## config.mk

```make
export PLATFORM = sky130hd
export DESIGN_NAME = dac_cmd_slave
export DESIGN_NICKNAME = d
export VERILOG_FILES = /design/src/rtl/dac_cmd_slave.sv
export SDC_FILE = /design/constraint.sdc
export NUM_CORES = 1
export LEC_CHECK = 0
export CAP_MARGIN = 20
export CORE_MARGIN = 2
export CORE_UTILIZATION = 54
export DETAILED_ROUTE_END_ITERATION = 10
export PLACE_DENSITY = 0.86
export SLEW_MARGIN = 20
export SYNTH_ARGS = -nofsm -noshare
export SYNTH_HDL_FRONTEND = slang
export SYNTH_SLANG_ARGS = --single-unit
```

## constraint.sdc

```tcl
create_clock -name clk -period 2.4 [get_ports clk]
set_clock_uncertainty 0.05 [all_clocks]
set_input_delay 0.48 -clock clk [delete_from_list [all_inputs] [get_ports clk]]
set_output_delay 0.48 -clock clk [all_outputs]
set_load 0.005 [all_outputs]
```

## src/rtl/dac_cmd_slave.sv

```systemverilog
module dac_cmd_slave #(
  parameter int CODE_W  = 10,
  parameter int CMD_W   = 4,
  parameter int SEL_W   = 2,
  parameter int FRAME_W = CMD_W + CODE_W + SEL_W
) (
  input  logic              clk,
  input  logic              rst_n,
  input  logic              cs_n,
  input  logic              sclk,
  input  logic              sdi,
  output logic [CODE_W-1:0] dac_code,
  output logic              pwr_dn,
  output logic [SEL_W-1:0]  term_sel
);
  localparam int CNT_W = $clog2(FRAME_W + 1);
  localparam logic [CNT_W-1:0] LAST = CNT_W'(FRAME_W - 1);
  localparam logic [CNT_W-1:0] FULL = CNT_W'(FRAME_W);

  logic [2:0] cs_q, sck_q;
  logic [1:0] sdi_q;

  always_ff @(posedge clk or negedge rst_n)
    if (!rst_n) begin
      cs_q  <= '1;
      sck_q <= '0;
      sdi_q <= '0;
    end else begin
      cs_q  <= {cs_q[1:0], cs_n};
      sck_q <= {sck_q[1:0], sclk};
      sdi_q <= {sdi_q[0], sdi};
    end

  wire cs_fall  = cs_q[2] & ~cs_q[1];
  wire cs_high  = cs_q[1];
  wire sck_fall = sck_q[2] & ~sck_q[1];
  wire bit_in   = sdi_q[1];

  logic               active;
  logic [CNT_W-1:0]   cnt;
  logic [FRAME_W-2:0] shreg;

  wire                shift = active && sck_fall && (cnt < FULL);
  wire                take  = active && sck_fall && (cnt == LAST);
  wire [FRAME_W-1:0]  word  = {shreg, bit_in};
  wire [CMD_W-1:0]    cmd   = word[FRAME_W-1 -: CMD_W];
  wire [CODE_W-1:0]   data  = word[SEL_W +: CODE_W];
  wire [SEL_W-1:0]    sel   = word[SEL_W-1:0];

  always_ff @(posedge clk or negedge rst_n)
    if (!rst_n) begin
      active <= 1'b0;
      cnt    <= '0;
      shreg  <= '0;
    end else begin
      if (shift) begin
        shreg <= {shreg[FRAME_W-3:0], bit_in};
        cnt   <= cnt + 1'b1;
      end
      if (cs_high)
        active <= 1'b0;
      else if (cs_fall) begin
        active <= 1'b1;
        cnt    <= '0;
      end
    end

  always_ff @(posedge clk or negedge rst_n)
    if (!rst_n) begin
      dac_code <= '0;
      pwr_dn   <= 1'b1;
      term_sel <= '1;
    end else if (take) begin
      if (cmd == '0 && !pwr_dn)
        dac_code <= data;
      else if (cmd == '1) begin
        pwr_dn   <= (sel != '0);
        term_sel <= sel;
      end
    end


  code_frozen_chk: assert property (@(posedge clk) disable iff (!rst_n)
    !$stable(dac_code) |-> $past(!pwr_dn));


  update_point_chk: assert property (@(posedge clk) disable iff (!rst_n)
    !$stable({dac_code, pwr_dn, term_sel}) |-> $past(active && sck_fall && cnt == LAST));


  count_bound_chk: assert property (@(posedge clk) disable iff (!rst_n)
    cnt <= FULL);


  cs_abort_chk: assert property (@(posedge clk) disable iff (!rst_n)
    cs_high |=> !active);


  term_when_down_chk: assert property (@(posedge clk) disable iff (!rst_n)
    pwr_dn |-> term_sel != '0);
endmodule

```

==> impl_results.html, run 1 <==
<table>
<tr><th>Metric</th><th>Value</th></tr>
<tr><th colspan="2">Power</th></tr>
<tr><td>Leakage power figure</td><td>0.000902 µW</td></tr>
<tr><td>Cell Int Power</td><td>912 µW</td></tr>
<tr><td>Power share of the combinational group</td><td>0.053</td></tr>
<tr><td>Clock network fraction of design power</td><td>0.302</td></tr>
<tr><td>Switching Fraction</td><td>0.244</td></tr>
<tr><td>Sequential power share</td><td>0.645</td></tr>
<tr><td>Total power density per cell area</td><td>647 mW/mm²</td></tr>
<tr><td>Switching component of the power</td><td>295 µW</td></tr>
<tr><td>Largest voltage drop on the vdd net</td><td>0.000597 V</td></tr>
<tr><th colspan="2">Cells and area</th></tr>
<tr><td>Total non-filler cell area in the finished layout</td><td>0.00187 mm²</td></tr>
<tr><td>Antenna diode count</td><td>0</td></tr>
<tr><td>Area of the multi-input gates</td><td>518 µm²</td></tr>
<tr><td>Ratio of cells with drive above 1 in the final layout</td><td>0.203</td></tr>
<tr><td>Final net count</td><td>164</td></tr>
<tr><td>Filler cells</td><td>219</td></tr>
<tr><td>Area taken by flip-flops and latches</td><td>0.00106 mm²</td></tr>
<tr><td>Area growth from synthesis to layout</td><td>17.2%</td></tr>
<tr><th colspan="2">Worst setup path</th></tr>
<tr><td>Worst-case register-to-register setup slack</td><td>230 ps</td></tr>
<tr><td>Dominant delay contributor by cell family on the critical path</td><td>simple AND/OR/NAND/NOR gates</td></tr>
<tr><td>Required time of the worst setup path</td><td>2590 ps</td></tr>
<tr><td>Critical path buffer and inverter count</td><td>0</td></tr>
<tr><td>Start-to-end type of the worst setup path</td><td>flip-flop to flip-flop</td></tr>
<tr><td>Critical Path Fanout Max</td><td>10</td></tr>
<tr><td>Kind of start point of the critical path</td><td>flip-flop</td></tr>
<tr><td>CP max-delay cell</td><td>sky130_fd_sc_hd__nor3_4</td></tr>
<tr><td>Crit path arrival time</td><td>2360 ps</td></tr>
<tr><td>Slowest Stage Delay on Critical Path</td><td>520 ps</td></tr>
<tr><td>Element type at the critical path end</td><td>flip-flop</td></tr>
<tr><td>Worst flop-to-flop path startpoint</td><td>cnt[0]</td></tr>
<tr><td>Worst reg2reg endpoint</td><td>dac_code[0]</td></tr>
<tr><td>Critical path, cell by cell</td><td>ha_1, and3_1, ha_1, nand4b_1, nor3_4, mux2_2</td></tr>
<tr><td>Worst setup startpoint</td><td>cnt[0]</td></tr>
<tr><td>Path depth of the worst reg2reg path</td><td>6</td></tr>
<tr><td>Cell repeated most along the worst path</td><td>sky130_fd_sc_hd__ha_1</td></tr>
<tr><th colspan="2">Timing</th></tr>
<tr><td>Rel. slew slack</td><td>0.411</td></tr>
<tr><td>Minimum period implied by the final worst setup slack</td><td>2170 ps</td></tr>
<tr><td>Count of pins over their slew limit</td><td>0</td></tr>
<tr><td>Final setup viols</td><td>0</td></tr>
<tr><td>Period utilisation layout</td><td>0.903</td></tr>
<tr><td>Worst-Margin Slew</td><td>883 ps</td></tr>
<tr><td>Setup repair after global routing missed its margin</td><td>false</td></tr>
<tr><td>Setup total negative slack</td><td>0 ps</td></tr>
<tr><td>Count of final hold-check violations</td><td>0</td></tr>
<tr><td>Highest achievable clock rate</td><td>0.461 GHz</td></tr>
<tr><th colspan="2">Floorplan</th></tr>
<tr><td>Die Width</td><td>58.3 µm</td></tr>
<tr><td>Die Outline Area</td><td>0.00340 mm²</td></tr>
<tr><td>I/O pin count</td><td>18</td></tr>
<tr><td>Core box area</td><td>0.00278 mm²</td></tr>
<tr><td>Number of rows in the core area</td><td>19</td></tr>
<tr><td>Starting utilization of the core area</td><td>0.573</td></tr>
<tr><td>Overall die height</td><td>58.3 µm</td></tr>
<tr><th colspan="2">Global route</th></tr>
<tr><td>Pin count of the biggest net entering global routing</td><td>43</td></tr>
<tr><td>Fraction of met2 tracks used by global routing</td><td>0.299</td></tr>
<tr><td>GR met1 Demand/Resource</td><td>0.251</td></tr>
<tr><td>Antenna violations before repair</td><td>0</td></tr>
<tr><td>Via count of the first global-routing pass</td><td>990</td></tr>
<tr><td>Global route total overflow</td><td>0</td></tr>
<tr><td>Wire length of the first global-routing pass</td><td>4710 µm</td></tr>
<tr><td>Total global routing track utilization</td><td>0.193</td></tr>
<tr><td>Met3 capacity usage during global routing</td><td>0.0659</td></tr>
<tr><td>Busiest layer in global routing</td><td>met2</td></tr>
<tr><th colspan="2">CTS</th></tr>
<tr><td>Hold-fix buffer count after cts</td><td>0</td></tr>
<tr><td>CTS tree</td><td>done</td></tr>
<tr><td>Worst-Skew Late Latency</td><td>350 ps</td></tr>
<tr><td>TritonCTS Sinks</td><td>42</td></tr>
<tr><td>Root buffer cell</td><td>sky130_fd_sc_hd__clkbuf_4</td></tr>
<tr><td>Number of buffers inserted by post-CTS setup repair</td><td>0</td></tr>
<tr><td>TritonCTS buffer count</td><td>5</td></tr>
<tr><td>Post-CTS resize count</td><td>0</td></tr>
<tr><td>Max Root-Sink Buffers</td><td>2</td></tr>
<tr><td>Clock transition time at the flip-flop clock pins of the worst setup and hold paths</td><td>120 ps</td></tr>
<tr><td>Htree depth</td><td>2</td></tr>
<tr><th colspan="2">Logic synthesis</th></tr>
<tr><td>Mean Syn Cell Area</td><td>11.8 µm²</td></tr>
<tr><td>Number of warning messages in the yosys log</td><td>0</td></tr>
<tr><td>Syn Std Cell Area</td><td>0.00159 mm²</td></tr>
<tr><td>Synthesized Nets</td><td>142</td></tr>
<tr><td>Proportion of synthesized chip area in sequential cells</td><td>0.665</td></tr>
<tr><td>FF+latch count, synth</td><td>42</td></tr>
<tr><td>Post-synth cell types</td><td>22</td></tr>
<tr><td>Gate count after technology mapping</td><td>135</td></tr>
<tr><th colspan="2">Route</th></tr>
<tr><td>Number of iterations in the first detailed-routing pass</td><td>4</td></tr>
<tr><td>Number of vias per cell after detailed routing</td><td>5.39</td></tr>
<tr><td>Number of antenna-violating nets in the routed design</td><td>0</td></tr>
<tr><td>Final Routed Wirelength</td><td>2730 µm</td></tr>
<tr><td>Violation count after the first detailed-route iteration</td><td>15</td></tr>
<tr><td>Post-detailed-route DRC marker count</td><td>0</td></tr>
<tr><td>Routed length per placed instance</td><td>14.4 µm</td></tr>
<tr><td>Count of vias placed by the detailed router</td><td>1018</td></tr>
<tr><th colspan="2">Place</th></tr>
<tr><td>Detail Placement HPWL</td><td>1860 µm</td></tr>
<tr><td>Placed Area</td><td>0.00180 mm²</td></tr>
<tr><td>Port Buf Inserts</td><td>17</td></tr>
<tr><td>Routability cong.</td><td>0.718</td></tr>
<tr><th colspan="2">Run</th></tr>
<tr><td>Number of maximum-capacitance violations</td><td>0</td></tr>
<tr><th colspan="2">Status</th></tr>
<tr><td>Result of the run</td><td>completed</td></tr>
<tr><th colspan="2">Worst hold path</th></tr>
<tr><td>Path type of the worst min-delay path</td><td>primary input to async pin</td></tr>
</table>
state kept, by name, indices dropped and copies added, names as in the netlist:
signal,flops
active,1
cnt,5
cs_q,3
dac_code,10
pwr_dn,1
sck_q,3
sdi_q,2
shreg,15
term_sel,2
synth_stat cells, drive strengths merged:
library cell / count / area, µm²
a21oi: 4 / 20.0
and3: 1 / 6.26
clkbuf: 4 / 15.0
dfrtp: 36 / 901
dfstp: 6 / 158
ha: 2 / 25.0
inv: 2 / 7.51
mux2: 12 / 135
nand2: 47 / 176
nand3: 1 / 5.00
nand4: 1 / 6.26
nand4b: 1 / 8.76
nand4bb: 2 / 22.5
nor2: 5 / 18.8
nor2b: 1 / 6.26
nor3: 1 / 16.3
nor4bb: 1 / 10.0
o21ai: 3 / 15.0
o31ai: 1 / 7.51
or3: 2 / 12.5
or4: 1 / 11.3
xnor2: 1 / 8.76
worst max path at each step:
stage                             end  cells after the start
final                     dac_code[0]                      6
after global routing      dac_code[5]                      6
after CTS                 dac_code[0]                      6
after detailed placement  dac_code[5]                      6
after global placement    dac_code[1]                      6
after floorplan           dac_code[0]                      6
cell usage in the layout, fill, tap and decap left out, types with 2 or more instances in the layout:
cell                              instances
sky130_fd_sc_hd__clkdlybuf4s50_1         16
sky130_fd_sc_hd__ha_1                     2
sky130_fd_sc_hd__a21oi_1                  4
sky130_fd_sc_hd__nor2_1                   5
sky130_fd_sc_hd__or3_1                    2
sky130_fd_sc_hd__dfstp_2                  6
sky130_fd_sc_hd__buf_4                    2
sky130_fd_sc_hd__clkbuf_4                 5
sky130_fd_sc_hd__mux2_2                  12
sky130_fd_sc_hd__dfrtp_1                 36
sky130_fd_sc_hd__nand4bb_1                2
sky130_fd_sc_hd__o21ai_0                  3
sky130_fd_sc_hd__inv_1                    2
sky130_fd_sc_hd__nand2_1                 47
power groups by stage:
stage | logic (µW) | clock network (µW) | registers, µW
after floorplan | 36.0 | 0 | 781
after global placement | 60.1 | 0 | 786
after detailed placement | 65.5 | 0 | 792
after CTS | 66.0 | 378 | 779
after global routing | 75.0 | 411 | 785
final | 64.0 | 364 | 779
area by class of cell:
cell class / count / share of cell area
Multi-Input combinational cell: 87 / 0.277
Tap cell: 31 / 0.0208
Clock inverter: 2 / 0.00670
Sequential cell: 42 / 0.567
Timing Repair Buffer: 19 / 0.0965
Clock buffer: 6 / 0.0275
Inverter: 2 / 0.00402
per-layer routing:
| metal | part of all wire | wire length [µm] |
|---|---|---|
| met4 | 0.018 | 49 |
| met2 | 0.49 | 1350 |
| met3 | 0.043 | 117 |
| met5 | 0 | 0 |
| met1 | 0.45 | 1210 |
through the flow:
step | setup slack, ps | instances | hold slack, ps | utilization | power, µW
detailed placement | 231 | 181 | 294 | 0.648 | 857
finish | 232 | 189 | 191 | 0.671 | 1210
CTS | 205 | 189 | 199 | 0.671 | 1220
global route | 59.7 | 189 | 242 | 0.671 | 1270
floorplan | 480 | 135 | 134 | - | 817
global placement | 318 | 181 | 283 | 0.648 | 846
cell families after synthesis:
| family | after synthesis | synth area share |
|---|---|---|
| DFF | 42 | 0.665 |
| adders and majority gates | 2 | 0.0157 |
| buffers and inverters | 6 | 0.0141 |
| AOI/OAI and AO/OA | 8 | 0.0267 |
| muxes | 12 | 0.0848 |
| xor gates and xnor gates | 1 | 0.00550 |
| and+or+nand+nor | 64 | 0.189 |
Note: power is estimated with default switching activity, not from simulation.
==> run 2: changes to the inputs <==
--- a/config.mk
+++ b/config.mk
@@ -6,10 +6,10 @@
 export NUM_CORES = 1
 export LEC_CHECK = 0
 export CAP_MARGIN = 20
-export CORE_MARGIN = 2
+export CORE_MARGIN = 3
 export CORE_UTILIZATION = 54
 export DETAILED_ROUTE_END_ITERATION = 10
-export PLACE_DENSITY = 0.86
+export PLACE_DENSITY_LB_ADDON = 0.15
 export SLEW_MARGIN = 20
 export SYNTH_ARGS = -nofsm -noshare
 export SYNTH_HDL_FRONTEND = slang
==> run 2 against run 1 <==
- critical endpoint is now dac_code[3]
- global-route usage decreased by 1.6 points
- combinational power decreased by 3.3%
- largest power group unchanged
- final cell count unchanged
- critical path type unchanged
- register-to-register slack improved by 70 ps
- sequential share of layout area increased by 0.11 points
- first-iteration DRC count increased to 2.8 times the previous value
- clock-buffer cell count increased by 1
- non-clock buffer count unchanged
- die area increased by 7.0%
- power decreased by 1.9%
- worst setup slack improved by 72 ps
- sequential cell count unchanged
==> impl_results.html, run 2 (synthesis results as in run 1) <==
<table>
<tr><th>Metric</th><th>Value</th></tr>
<tr><th colspan="2">Status</th></tr>
<tr><td>Result of the run</td><td>completed</td></tr>
<tr><th colspan="2">Run</th></tr>
<tr><td>Number of maximum-capacitance violations</td><td>0</td></tr>
<tr><th colspan="2">CTS</th></tr>
<tr><td>Hold-fix buffer count after cts</td><td>0</td></tr>
<tr><td>Max Root-Sink Buffers</td><td>2</td></tr>
<tr><td>Post-CTS resize count</td><td>0</td></tr>
<tr><td>Root buffer cell</td><td>sky130_fd_sc_hd__clkbuf_4</td></tr>
<tr><td>Htree depth</td><td>2</td></tr>
<tr><td>Number of buffers inserted by post-CTS setup repair</td><td>0</td></tr>
<tr><td>CTS tree</td><td>done</td></tr>
<tr><td>TritonCTS buffer count</td><td>5</td></tr>
<tr><td>TritonCTS Sinks</td><td>42</td></tr>
<tr><td>Worst-Skew Late Latency</td><td>340 ps</td></tr>
<tr><td>Clock transition time at the flip-flop clock pins of the worst setup and hold paths</td><td>110 ps</td></tr>
<tr><th colspan="2">Floorplan</th></tr>
<tr><td>Die Outline Area</td><td>0.00364 mm²</td></tr>
<tr><td>Overall die height</td><td>60.3 µm</td></tr>
<tr><td>Core box area</td><td>0.00278 mm²</td></tr>
<tr><td>Die Width</td><td>60.3 µm</td></tr>
<tr><td>Starting utilization of the core area</td><td>0.573</td></tr>
<tr><td>Number of rows in the core area</td><td>19</td></tr>
<tr><td>I/O pin count</td><td>18</td></tr>
<tr><th colspan="2">Timing</th></tr>
<tr><td>Worst-Margin Slew</td><td>867 ps</td></tr>
<tr><td>Smallest hold slack</td><td>190 ps</td></tr>
<tr><td>Minimum period implied by the final worst setup slack</td><td>2100 ps</td></tr>
<tr><td>Count of pins over their slew limit</td><td>0</td></tr>
<tr><td>Final setup viols</td><td>0</td></tr>
<tr><td>Period utilisation layout</td><td>0.873</td></tr>
<tr><td>Setup repair after global routing missed its margin</td><td>false</td></tr>
<tr><td>Rel. slew slack</td><td>0.422</td></tr>
<tr><td>Setup total negative slack</td><td>0 ps</td></tr>
<tr><td>Count of final hold-check violations</td><td>0</td></tr>
<tr><td>Highest achievable clock rate</td><td>0.477 GHz</td></tr>
<tr><th colspan="2">Power</th></tr>
<tr><td>Largest voltage drop on the vdd net</td><td>0.000621 V</td></tr>
<tr><td>Cell Int Power</td><td>913 µW</td></tr>
<tr><td>Power share of the combinational group</td><td>0.052</td></tr>
<tr><td>Total power density per cell area</td><td>636 mW/mm²</td></tr>
<tr><td>Leakage power figure</td><td>0.000904 µW</td></tr>
<tr><td>Clock network fraction of design power</td><td>0.292</td></tr>
<tr><td>Switching component of the power</td><td>271 µW</td></tr>
<tr><td>Sequential power share</td><td>0.656</td></tr>
<tr><td>Switching Fraction</td><td>0.229</td></tr>
<tr><th colspan="2">Worst setup path</th></tr>
<tr><td>Worst reg2reg endpoint</td><td>dac_code[3]</td></tr>
<tr><td>Crit path capture</td><td>dac_code[3]</td></tr>
<tr><td>Worst flop-to-flop path startpoint</td><td>cnt[0]</td></tr>
<tr><td>CP max-delay cell</td><td>sky130_fd_sc_hd__nor3_4</td></tr>
<tr><td>Dominant delay contributor by cell family on the critical path</td><td>simple AND/OR/NAND/NOR gates</td></tr>
<tr><td>Worst setup startpoint</td><td>cnt[0]</td></tr>
<tr><td>Number of logic stages on the critical path including buffering</td><td>6</td></tr>
<tr><td>Crit path arrival time</td><td>2280 ps</td></tr>
<tr><td>Required time of the worst setup path</td><td>2580 ps</td></tr>
<tr><td>Critical path, cell by cell</td><td>ha_1, and3_1, ha_1, nand4b_1, nor3_4, mux2_2</td></tr>
<tr><td>Cell repeated most along the worst path</td><td>sky130_fd_sc_hd__ha_1</td></tr>
<tr><td>Critical path buffer and inverter count</td><td>0</td></tr>
<tr><td>Kind of start point of the critical path</td><td>flip-flop</td></tr>
<tr><td>Path depth of the worst reg2reg path</td><td>6</td></tr>
<tr><td>Critical Path Fanout Max</td><td>10</td></tr>
<tr><td>Element type at the critical path end</td><td>flip-flop</td></tr>
<tr><td>Start-to-end type of the worst setup path</td><td>flip-flop to flip-flop</td></tr>
<tr><td>Worst-case register-to-register setup slack</td><td>300 ps</td></tr>
<tr><td>Slowest Stage Delay on Critical Path</td><td>490 ps</td></tr>
<tr><th colspan="2">Cells and area</th></tr>
<tr><td>Largest registers</td><td>shreg (15), dac_code (10), cnt (5)</td></tr>
<tr><td>Commonest non-fill, non-tap cells in the layout</td><td>sky130_fd_sc_hd__nand2_1 (47), sky130_fd_sc_hd__dfrtp_1 (36), sky130_fd_sc_hd__clkdlybuf4s50_1 (16), sky130_fd_sc_hd__mux2_2 (12), sky130_fd_sc_hd__dfstp_2 (6)</td></tr>
<tr><td>Flip-flop count of the largest register, all copies and words added</td><td>15</td></tr>
<tr><td>Filler cells</td><td>214</td></tr>
<tr><td>Final net count</td><td>164</td></tr>
<tr><td>Ratio of cells with drive above 1 in the final layout</td><td>0.196</td></tr>
<tr><td>Top reg by flops</td><td>shreg</td></tr>
<tr><td>Antenna diode count</td><td>0</td></tr>
<tr><td>Area taken by flip-flops and latches</td><td>0.00106 mm²</td></tr>
<tr><td>Commonest non-fill, non-tap cell in the layout</td><td>sky130_fd_sc_hd__nand2_1</td></tr>
<tr><td>Count of non-filler cells in the finished layout</td><td>189</td></tr>
<tr><td>Area growth from synthesis to layout</td><td>17.0%</td></tr>
<tr><td>Area of the multi-input gates</td><td>518 µm²</td></tr>
<tr><th colspan="2">Place</th></tr>
<tr><td>Detail Placement HPWL</td><td>1790 µm</td></tr>
<tr><td>Routability cong.</td><td>0.693</td></tr>
<tr><td>Port Buf Inserts</td><td>17</td></tr>
<tr><td>Number of cells after detailed placement</td><td>181</td></tr>
<tr><th colspan="2">Route</th></tr>
<tr><td>Post-detailed-route DRC marker count</td><td>0</td></tr>
<tr><td>Number of iterations in the first detailed-routing pass</td><td>4</td></tr>
<tr><td>Number of vias per cell after detailed routing</td><td>5.27</td></tr>
<tr><td>Number of antenna-violating nets in the routed design</td><td>0</td></tr>
<tr><td>Final Routed Wirelength</td><td>2600 µm</td></tr>
<tr><td>Routed length per placed instance</td><td>13.8 µm</td></tr>
<tr><td>Violation count after the first detailed-route iteration</td><td>42</td></tr>
<tr><td>Count of vias placed by the detailed router</td><td>996</td></tr>
<tr><th colspan="2">Worst hold path</th></tr>
<tr><td>Path type of the worst min-delay path</td><td>primary input to async pin</td></tr>
<tr><th colspan="2">Global route</th></tr>
<tr><td>Antenna violations before repair</td><td>0</td></tr>
<tr><td>Wire length of the first global-routing pass</td><td>4570 µm</td></tr>
<tr><td>Via count of the first global-routing pass</td><td>997</td></tr>
<tr><td>Total global routing track utilization</td><td>0.176</td></tr>
<tr><td>Global route total overflow</td><td>0</td></tr>
<tr><td>Pin count of the biggest net entering global routing</td><td>43</td></tr>
</table>
run 2: cell types whose count changed in the layout (fill, tap and decap cells not counted), sizes merged:
cell	delta
clkbuf	+1
clkinvlp	-1
run 2: area by class of cell:
class / instances / share of cell area
Inverter: 2 / 0.00403
Sequential cell: 42 / 0.568
Tap cell: 31 / 0.0208
Multi-Input combinational cell: 87 / 0.278
Clock buffer: 7 / 0.0295
Timing Repair Buffer: 19 / 0.0967
Clock inverter: 1 / 0.00269
run 2: power groups by stage:
| stage | logic [µW] | clock network, µW | registers, µW |
|---|---|---|---|
| 2_1_floorplan | 36.0 | 0 | 781 |
| 3_3_place_gp | 61.3 | 0 | 788 |
| 3_5_place_dp | 64.0 | 0 | 791 |
| 4_1_cts | 64.4 | 367 | 778 |
| 5_1_grt | 74.2 | 390 | 784 |
| 6_report | 61.9 | 346 | 777 |
run 2: per-layer routing:
layer | GRT usage | share of wire
met5 | 0 | 0
met1 | 0.221 | 0.45
met2 | 0.281 | 0.49
met4 | 0.0759 | 0.012
met3 | 0.0583 | 0.050
run 2: stage by stage:
stage	setup slack (ps)	instance area [µm²]	utilization	total power, µW
after floorplan	480	1590	-	817
after global placement	328	1800	0.648	849
after detailed placement	287	1800	0.648	855
after CTS	276	1860	0.670	1210
after global routing	151	1860	0.670	1250
final	304	1860	0.670	1180
run 2: worst min-delay path by stage:
stage	endpoint	slack, ps	depth (start not counted)
floorplan	active	130	0
global placement	sck_q[1]	280	0
detailed placement	sck_q[1]	290	0
CTS	shreg[11]	210	1
global route	shreg[11]	240	1
finish	dac_code[9]	190	1
